**src/rtl/ring_copy_engine.sv**
```systemverilog
`timescale 1ns/1ps
module ring_copy_engine #(
  parameter int AW = 12,
  parameter int IW = 16
) (
  input  logic          clk,
  input  logic          rst_n,
  input  logic          reg_we,
  input  logic [3:0]    reg_addr,
  input  logic [31:0]   reg_wdata,
  output logic [31:0]   reg_rdata,
  output logic          mem_req,
  output logic          mem_we,
  output logic [AW-1:0] mem_addr,
  output logic [31:0]   mem_wdata,
  input  logic [31:0]   mem_rdata
);
  localparam int LW = 16;
  localparam int CW = LW - 1;

  typedef enum logic [2:0] {S_IDLE, S_SD1, S_SD2, S_DD, S_RD, S_WR, S_FIN, S_WB} st_t;

  logic [31:0]   src_base, dst_base;
  logic [IW-1:0] src_size, dst_size, src_wr, dst_wr, src_rd, dst_rd;
  logic [LW-1:0] max_len;
  logic          swap_src, swap_dst;

  st_t           st;
  logic [AW-1:0] buf_w, dbuf_w, dcnt;
  logic [LW-1:0] take, total;
  logic [CW-1:0] wcnt, nw;
  logic          g_flag, s_flag, have_dst;

  wire src_sz_we = reg_we && reg_addr == 4'd1;
  wire dst_sz_we = reg_we && reg_addr == 4'd5;

  wire [IW-1:0] smask = src_size - 1'b1;
  wire [IW-1:0] dmask = dst_size - 1'b1;
  wire src_pend = src_size != '0 && src_rd != (src_wr & smask);
  wire dst_pend = dst_size != '0 && dst_rd != (dst_wr & dmask);
  wire go = src_pend && dst_pend;

  wire [AW-1:0] src_dw = src_base[AW+1:2] + AW'({src_rd, 1'b0});
  wire [AW-1:0] dst_dw = dst_base[AW+1:2] + AW'({dst_rd, 1'b0});

  assign nw = {1'b0, take[LW-1:2]} + CW'(take[1:0] != 2'b00);

  wire do_swap = s_flag ^ swap_src ^ swap_dst;
  wire [31:0] cp_data = do_swap ? {mem_rdata[7:0], mem_rdata[15:8], mem_rdata[23:16], mem_rdata[31:24]}
                                : mem_rdata;
  wire [LW-1:0] len_in = mem_rdata[LW-1:0];

  always_ff @(posedge clk) begin
    if (!rst_n) begin
      src_base <= '0; dst_base <= '0;
      src_size <= '0; dst_size <= '0;
      src_wr   <= '0; dst_wr   <= '0;
      max_len  <= '1;
      swap_src <= 1'b0; swap_dst <= 1'b0;
    end else if (reg_we) begin
      case (reg_addr)
        4'd0: src_base <= reg_wdata;
        4'd1: src_size <= reg_wdata[IW-1:0];
        4'd2: src_wr   <= reg_wdata[IW-1:0];
        4'd4: dst_base <= reg_wdata;
        4'd5: dst_size <= reg_wdata[IW-1:0];
        4'd6: dst_wr   <= reg_wdata[IW-1:0];
        4'd8: max_len  <= reg_wdata[LW-1:0];
        4'd9: begin swap_src <= reg_wdata[0]; swap_dst <= reg_wdata[1]; end
        default: ;
      endcase
    end
  end

  always_comb begin
    case (reg_addr)
      4'd0: reg_rdata = src_base;
      4'd1: reg_rdata = 32'(src_size);
      4'd2: reg_rdata = 32'(src_wr);
      4'd3: reg_rdata = 32'(src_rd);
      4'd4: reg_rdata = dst_base;
      4'd5: reg_rdata = 32'(dst_size);
      4'd6: reg_rdata = 32'(dst_wr);
      4'd7: reg_rdata = 32'(dst_rd);
      4'd8: reg_rdata = 32'(max_len);
      4'd9: reg_rdata = {30'b0, swap_dst, swap_src};
      default: reg_rdata = '0;
    endcase
  end

  always_comb begin
    mem_req = 1'b0; mem_we = 1'b0; mem_addr = '0; mem_wdata = '0;
    case (st)
      S_IDLE: if (go) begin mem_req = 1'b1; mem_addr = src_dw; end
      S_SD1:  begin mem_req = 1'b1; mem_addr = src_dw + AW'(1); end
      S_SD2:  if (!have_dst) begin mem_req = 1'b1; mem_addr = dst_dw; end
      S_RD:   if (wcnt != nw) begin mem_req = 1'b1; mem_addr = buf_w + AW'(wcnt); end
      S_WR:   begin mem_req = 1'b1; mem_we = 1'b1; mem_addr = dbuf_w + dcnt; mem_wdata = cp_data; end
      S_WB:   begin mem_req = 1'b1; mem_we = 1'b1; mem_addr = dst_dw + AW'(1); mem_wdata = {16'h0, total}; end
      default: ;
    endcase
  end

  always_ff @(posedge clk) begin
    if (!rst_n) begin
      st <= S_IDLE;
      src_rd <= '0; dst_rd <= '0;
      buf_w <= '0; dbuf_w <= '0; dcnt <= '0;
      take <= '0; total <= '0; wcnt <= '0;
      g_flag <= 1'b0; s_flag <= 1'b0; have_dst <= 1'b0;
    end else begin
      case (st)
        S_IDLE: if (go) st <= S_SD1;
        S_SD1: begin
          buf_w <= mem_rdata[AW+1:2];
          st <= S_SD2;
        end
        S_SD2: begin
          g_flag <= mem_rdata[16];
          s_flag <= mem_rdata[17];
          take   <= (len_in > max_len) ? max_len : len_in;
          wcnt   <= '0;
          st     <= have_dst ? S_RD : S_DD;
        end
        S_DD: begin
          dbuf_w   <= mem_rdata[AW+1:2];
          dcnt     <= '0;
          have_dst <= 1'b1;
          st       <= S_RD;
        end
        S_RD: st <= (wcnt == nw) ? S_FIN : S_WR;
        S_WR: begin
          wcnt <= wcnt + 1'b1;
          dcnt <= dcnt + 1'b1;
          st   <= S_RD;
        end
        S_FIN: begin
          src_rd <= (src_rd + 1'b1) & smask;
          total  <= total + take;
          st     <= g_flag ? S_IDLE : S_WB;
        end
        S_WB: begin
          dst_rd   <= (dst_rd + 1'b1) & dmask;
          total    <= '0;
          have_dst <= 1'b0;
          st       <= S_IDLE;
        end
        default: st <= S_IDLE;
      endcase
      if (src_sz_we) src_rd <= '0;
      if (dst_sz_we) dst_rd <= '0;
    end
  end

  a_r3_no_overrun: assert property (@(posedge clk) disable iff (!rst_n)
    (src_rd != $past(src_rd)) && !$past(src_sz_we) |-> $past(src_rd != (src_wr & smask)));

  a_r2_src_wrap: assert property (@(posedge clk) disable iff (!rst_n)
    (src_rd != $past(src_rd)) && !$past(src_sz_we) |-> src_rd == (($past(src_rd) + 1'b1) & $past(smask)));

  a_r5_dst_posted: assert property (@(posedge clk) disable iff (!rst_n)
    (mem_we && st == S_WB) |-> dst_rd != (dst_wr & dmask));

  a_r7_word_limit: assert property (@(posedge clk) disable iff (!rst_n)
    (st == S_WR) |-> wcnt < nw);

  a_r9_disabled_quiet: assert property (@(posedge clk) disable iff (!rst_n)
    (src_size == '0 && $past(src_size) == '0 && $past(st) == S_IDLE) |-> st == S_IDLE);
endmodule

```
**config.mk**
```make
export PLATFORM = sky130hd
export DESIGN_NAME = ring_copy_engine
export DESIGN_NICKNAME = d
export VERILOG_FILES = /design/src/rtl/ring_copy_engine.sv
export SDC_FILE = /design/constraint.sdc
export NUM_CORES = 1
export LEC_CHECK = 0
export BUFFER_PORTS_ARGS = -buffer_cell sky130_fd_sc_hd__buf_2
export CAP_MARGIN = 20
export CORE_UTILIZATION = 50
export CTS_BUF_LIST = sky130_fd_sc_hd__clkbuf_4 sky130_fd_sc_hd__clkbuf_8 sky130_fd_sc_hd__clkbuf_16
export DETAILED_ROUTE_END_ITERATION = 16
export GPL_ROUTABILITY_DRIVEN = 0
export GPL_TIMING_DRIVEN = 0
export HOLD_SLACK_MARGIN = 0.1
export PLACE_DENSITY = 0.66
export SLEW_MARGIN = 20
export SYNTH_ARGS = -nofsm -noshare
export SYNTH_HDL_FRONTEND = slang
export SYNTH_SLANG_ARGS = --single-unit
export TNS_END_PERCENT = 30
```
**constraint.sdc**
```tcl
create_clock -name clk -period 5.7 [get_ports clk]
set_clock_uncertainty 0.05 [all_clocks]
set_input_delay 0.855 -clock clk [delete_from_list [all_inputs] [get_ports clk]]
set_output_delay 0.855 -clock clk [all_outputs]
set_load 0.05 [all_outputs]
```
==> results.ini <==
[yosys]
synth_compound_area_frac=0.2383
synth_area_um2=17710
synth_edf_count=0
async_flop_share=0
synthAdderAreaFrac=0.06498
ys_seq_area_frac=0.3017
syn_inst=2403
synth_area_per_cell_um2=7.372
synth_nets=2563
synth_top_family_by_area=simple AND/OR/NAND/NOR gates
ys_ff_latch=267
synth_warnings=0
synth_xor_xnor_area_share=0.06279
ys_types=81
synth_mux_area_frac=0.02663
synthSimpleGateAreaFrac=0.2567
synth_ff_type=dfxtp_1

[setup_path]
arrival_ns=4.64
crit_fanout=9
startpoint_type=register
path_class=register to output pin
crit_chain=clkbuf_1, or4_1, buf_4, nor4_1, xor2_1, a2111oi_0, o2111ai_1, nor4_4, or4b_1, buf_6, nor2b_1, a211o_1, buf_2
cp-end-kind=output pin
required_ns=4.80
cpMaxStageDelayCell=or4_1
cpPeakStageDelay_ns=0.56
reg2reg_depth=11

[status]
outcome=finished, final reports clean

[timing]
finalSetupTns_ns=0
rsz0062_at_grt=false
final_period_minus_worst_setup_slack_ns=5.548
timing.final.ws_setup_ns=0.1520
timing.final.crit_share=0.9733
holdWs_ns=0.4047
relSlewSlack=0.3088
setup_viol=0
tightest_slew_ns=1.033
drv_slew=0
hold_viol_final=0
clock.fmax_ghz=0.1802

[drt]
vias=19460
ant_nets=0
drc=0
finalWirelength_um=69330
firstDrtPassIters=8
routedWlPerCell_um=22.67
viasPerCell=6.363
drt-initial-drc-count=2325

[final_layout]
fillCellCount=3284
areaGrowthSynthToFinish_pct=13.92
diodes=0
drive_gt1_frac=0.09720
final_nets=2739

[place]
port_buffers=144
dp_slack_ns=0.7795
dp_hpwl_um=51780

[run]
cap_viol_max_count=0

[clocking]
post-cts-setup-buffer-count=0
path_clk_slew_ns=0.06
clk_root_buffer_cell=clkbuf_16
cts_buffers=30
cts_max_level=1
cts_sinks=267
cts_buffer_depth=3
clock_latency_ns=0.61
cts_tree=yes

[floorplan]
dieArea_um2=36190
core-area_um2=34710
initial_core_util=0.5103
rows=68
pin_count=149
die_h_um=190.2
die_w_um=190.2

[power_and_ir_drop]
power_density_nw_per_um2=227.0
leakage_nw=8.081
power.total_mw=4.580
vdd_ir_drop_max_uv=229.3

[global_route]
antenna_found_initial=0
grt_pass1_wl_um=103500
track_usage=0.3736
grt_max_degree=16
grt_pass1_vias=17580
overflow=0

[hold_path]
holdPathStages=2
min_path_type=register to register

==> state kept, by name (all words and copies together), names as in the netlist, 3 cells and up <==
signal / cells
src_rd: 16
src_size: 16
buf_w: 12
dst_wr: 16
src_wr: 16
dbuf_w: 12
dst_size: 16
wcnt: 15
st: 3
dcnt: 12
dst_base: 32
max_len: 16
dst_rd: 16
total: 16
src_base: 32
take: 16
==> worst paths after layout <==
kind	startpoint	end	slack, ns
max	src_size[8]$_SDFFE_PN0P_	mem_addr[10]	0.15
min	dst_base[29]$_SDFFE_PN0P_	dst_base[29]$_SDFFE_PN0P_	0.40
max reg2reg	src_size[8]$_SDFFE_PN0P_	st[0]$_SDFFE_PN0P_	1.83
min reg2reg	dst_base[29]$_SDFFE_PN0P_	dst_base[29]$_SDFFE_PN0P_	0.40
==> placed cells by master, fill, tap and decap left out, types with 30 or more instances in the layout <==
master and instances:
o211ai_1 33, clkbuf_1 139, dfxtp_1 267, buf_2 153, a22oi_1 47, xnor2_1 71
nand3_1 64, nand2_1 492, xor2_1 56, o21ai_0 86, nor3_1 56, nor2_1 147
inv_1 58, mux2i_1 46, clkbuf_16 30, ha_1 84, a21oi_1 292
==> synthesized netlist by cell type (25+ instances only) <==
library cell | count | area [um^2]
clkbuf_1 | 139 | 521.8
a211oi_1 | 25 | 187.7
a22oi_1 | 47 | 352.8
nor3_1 | 57 | 285.3
mux2i_1 | 46 | 460.4
and3_1 | 29 | 181.4
nand2_1 | 492 | 1847
ha_1 | 84 | 1051
inv_1 | 58 | 217.7
nand3_1 | 64 | 320.3
o21ai_0 | 86 | 430.4
a21oi_1 | 292 | 1461
dfxtp_1 | 267 | 5345
xnor2_1 | 71 | 621.9
a21boi_0 | 29 | 217.7
nor2_1 | 147 | 551.8
o211ai_1 | 33 | 247.7
xor2_1 | 56 | 490.5
==> what timing repair did <==
| action | 4_1_cts | 5_1_grt |
|---|---|---|
| setup endpoints to repair | 0 | 2 |
| resized for setup | 0 | 1 |
| hold buffers | 0 | 0 |
==> logic make-up after synthesis <==
logic type,count (synthesis)
muxes,47
adders and majority gates,89
DFF,267
buffers and inverters,220
and+or+nand+nor,982
AOI/OAI and AO/OA,671
xor gates and xnor gates,127
==> cell type report <==
cell class,instances,area (um^2),area share
clock inverters,14,290.3,0.01438
inverters,58,217.7,0.01079
repair buffers,144,720.7,0.03571
plain buffers,162,646.9,0.03205
flip-flops and latches,267,5345,0.2649
multi-input cells,1916,11520,0.5708
well taps,455,569.3,0.02821
clock buffers,42,872.1,0.04321
==> worst max-delay path, delay by kind of cell (launching register included) <==
kind / cells / cell delay (ns)
xor gates and xnor gates: 1 / 0.16
DFF: 1 / 0.30
buffers and inverters: 4 / 0.86
AOI/OAI and AO/OA: 3 / 1.14
and+or+nand+nor: 5 / 1.56
==> layer usage <==
metal	up-vias	part of all wire	global-route usage
li1	8917	-	-
met1	9141	0.42	0.5198
met2	1177	0.42	0.5591
met3	222	0.11	0.07159
met4	0	0.047	0.1637
met5	-	0	0
==> report_power, final <==
part	internal (mW)	switching (mW)	leakage (nW)
Combinational	0.109	0.269	5.36
Sequential	1.88	0.0219	2.15
Clock	1.43	0.868	0.570
Total	3.42	1.16	8.08
==> stage by stage <==
stage	instances	utilization	area, um^2
final	3058	0.5814	20180
after detailed placement	3002	0.5475	19000
after floorplan	2403	-	17710
after global routing	3058	0.5814	20180
after CTS	3058	0.5810	20170
after global placement	3002	0.5475	19000
No activity file was read; power rests on OpenSTA's default activity.
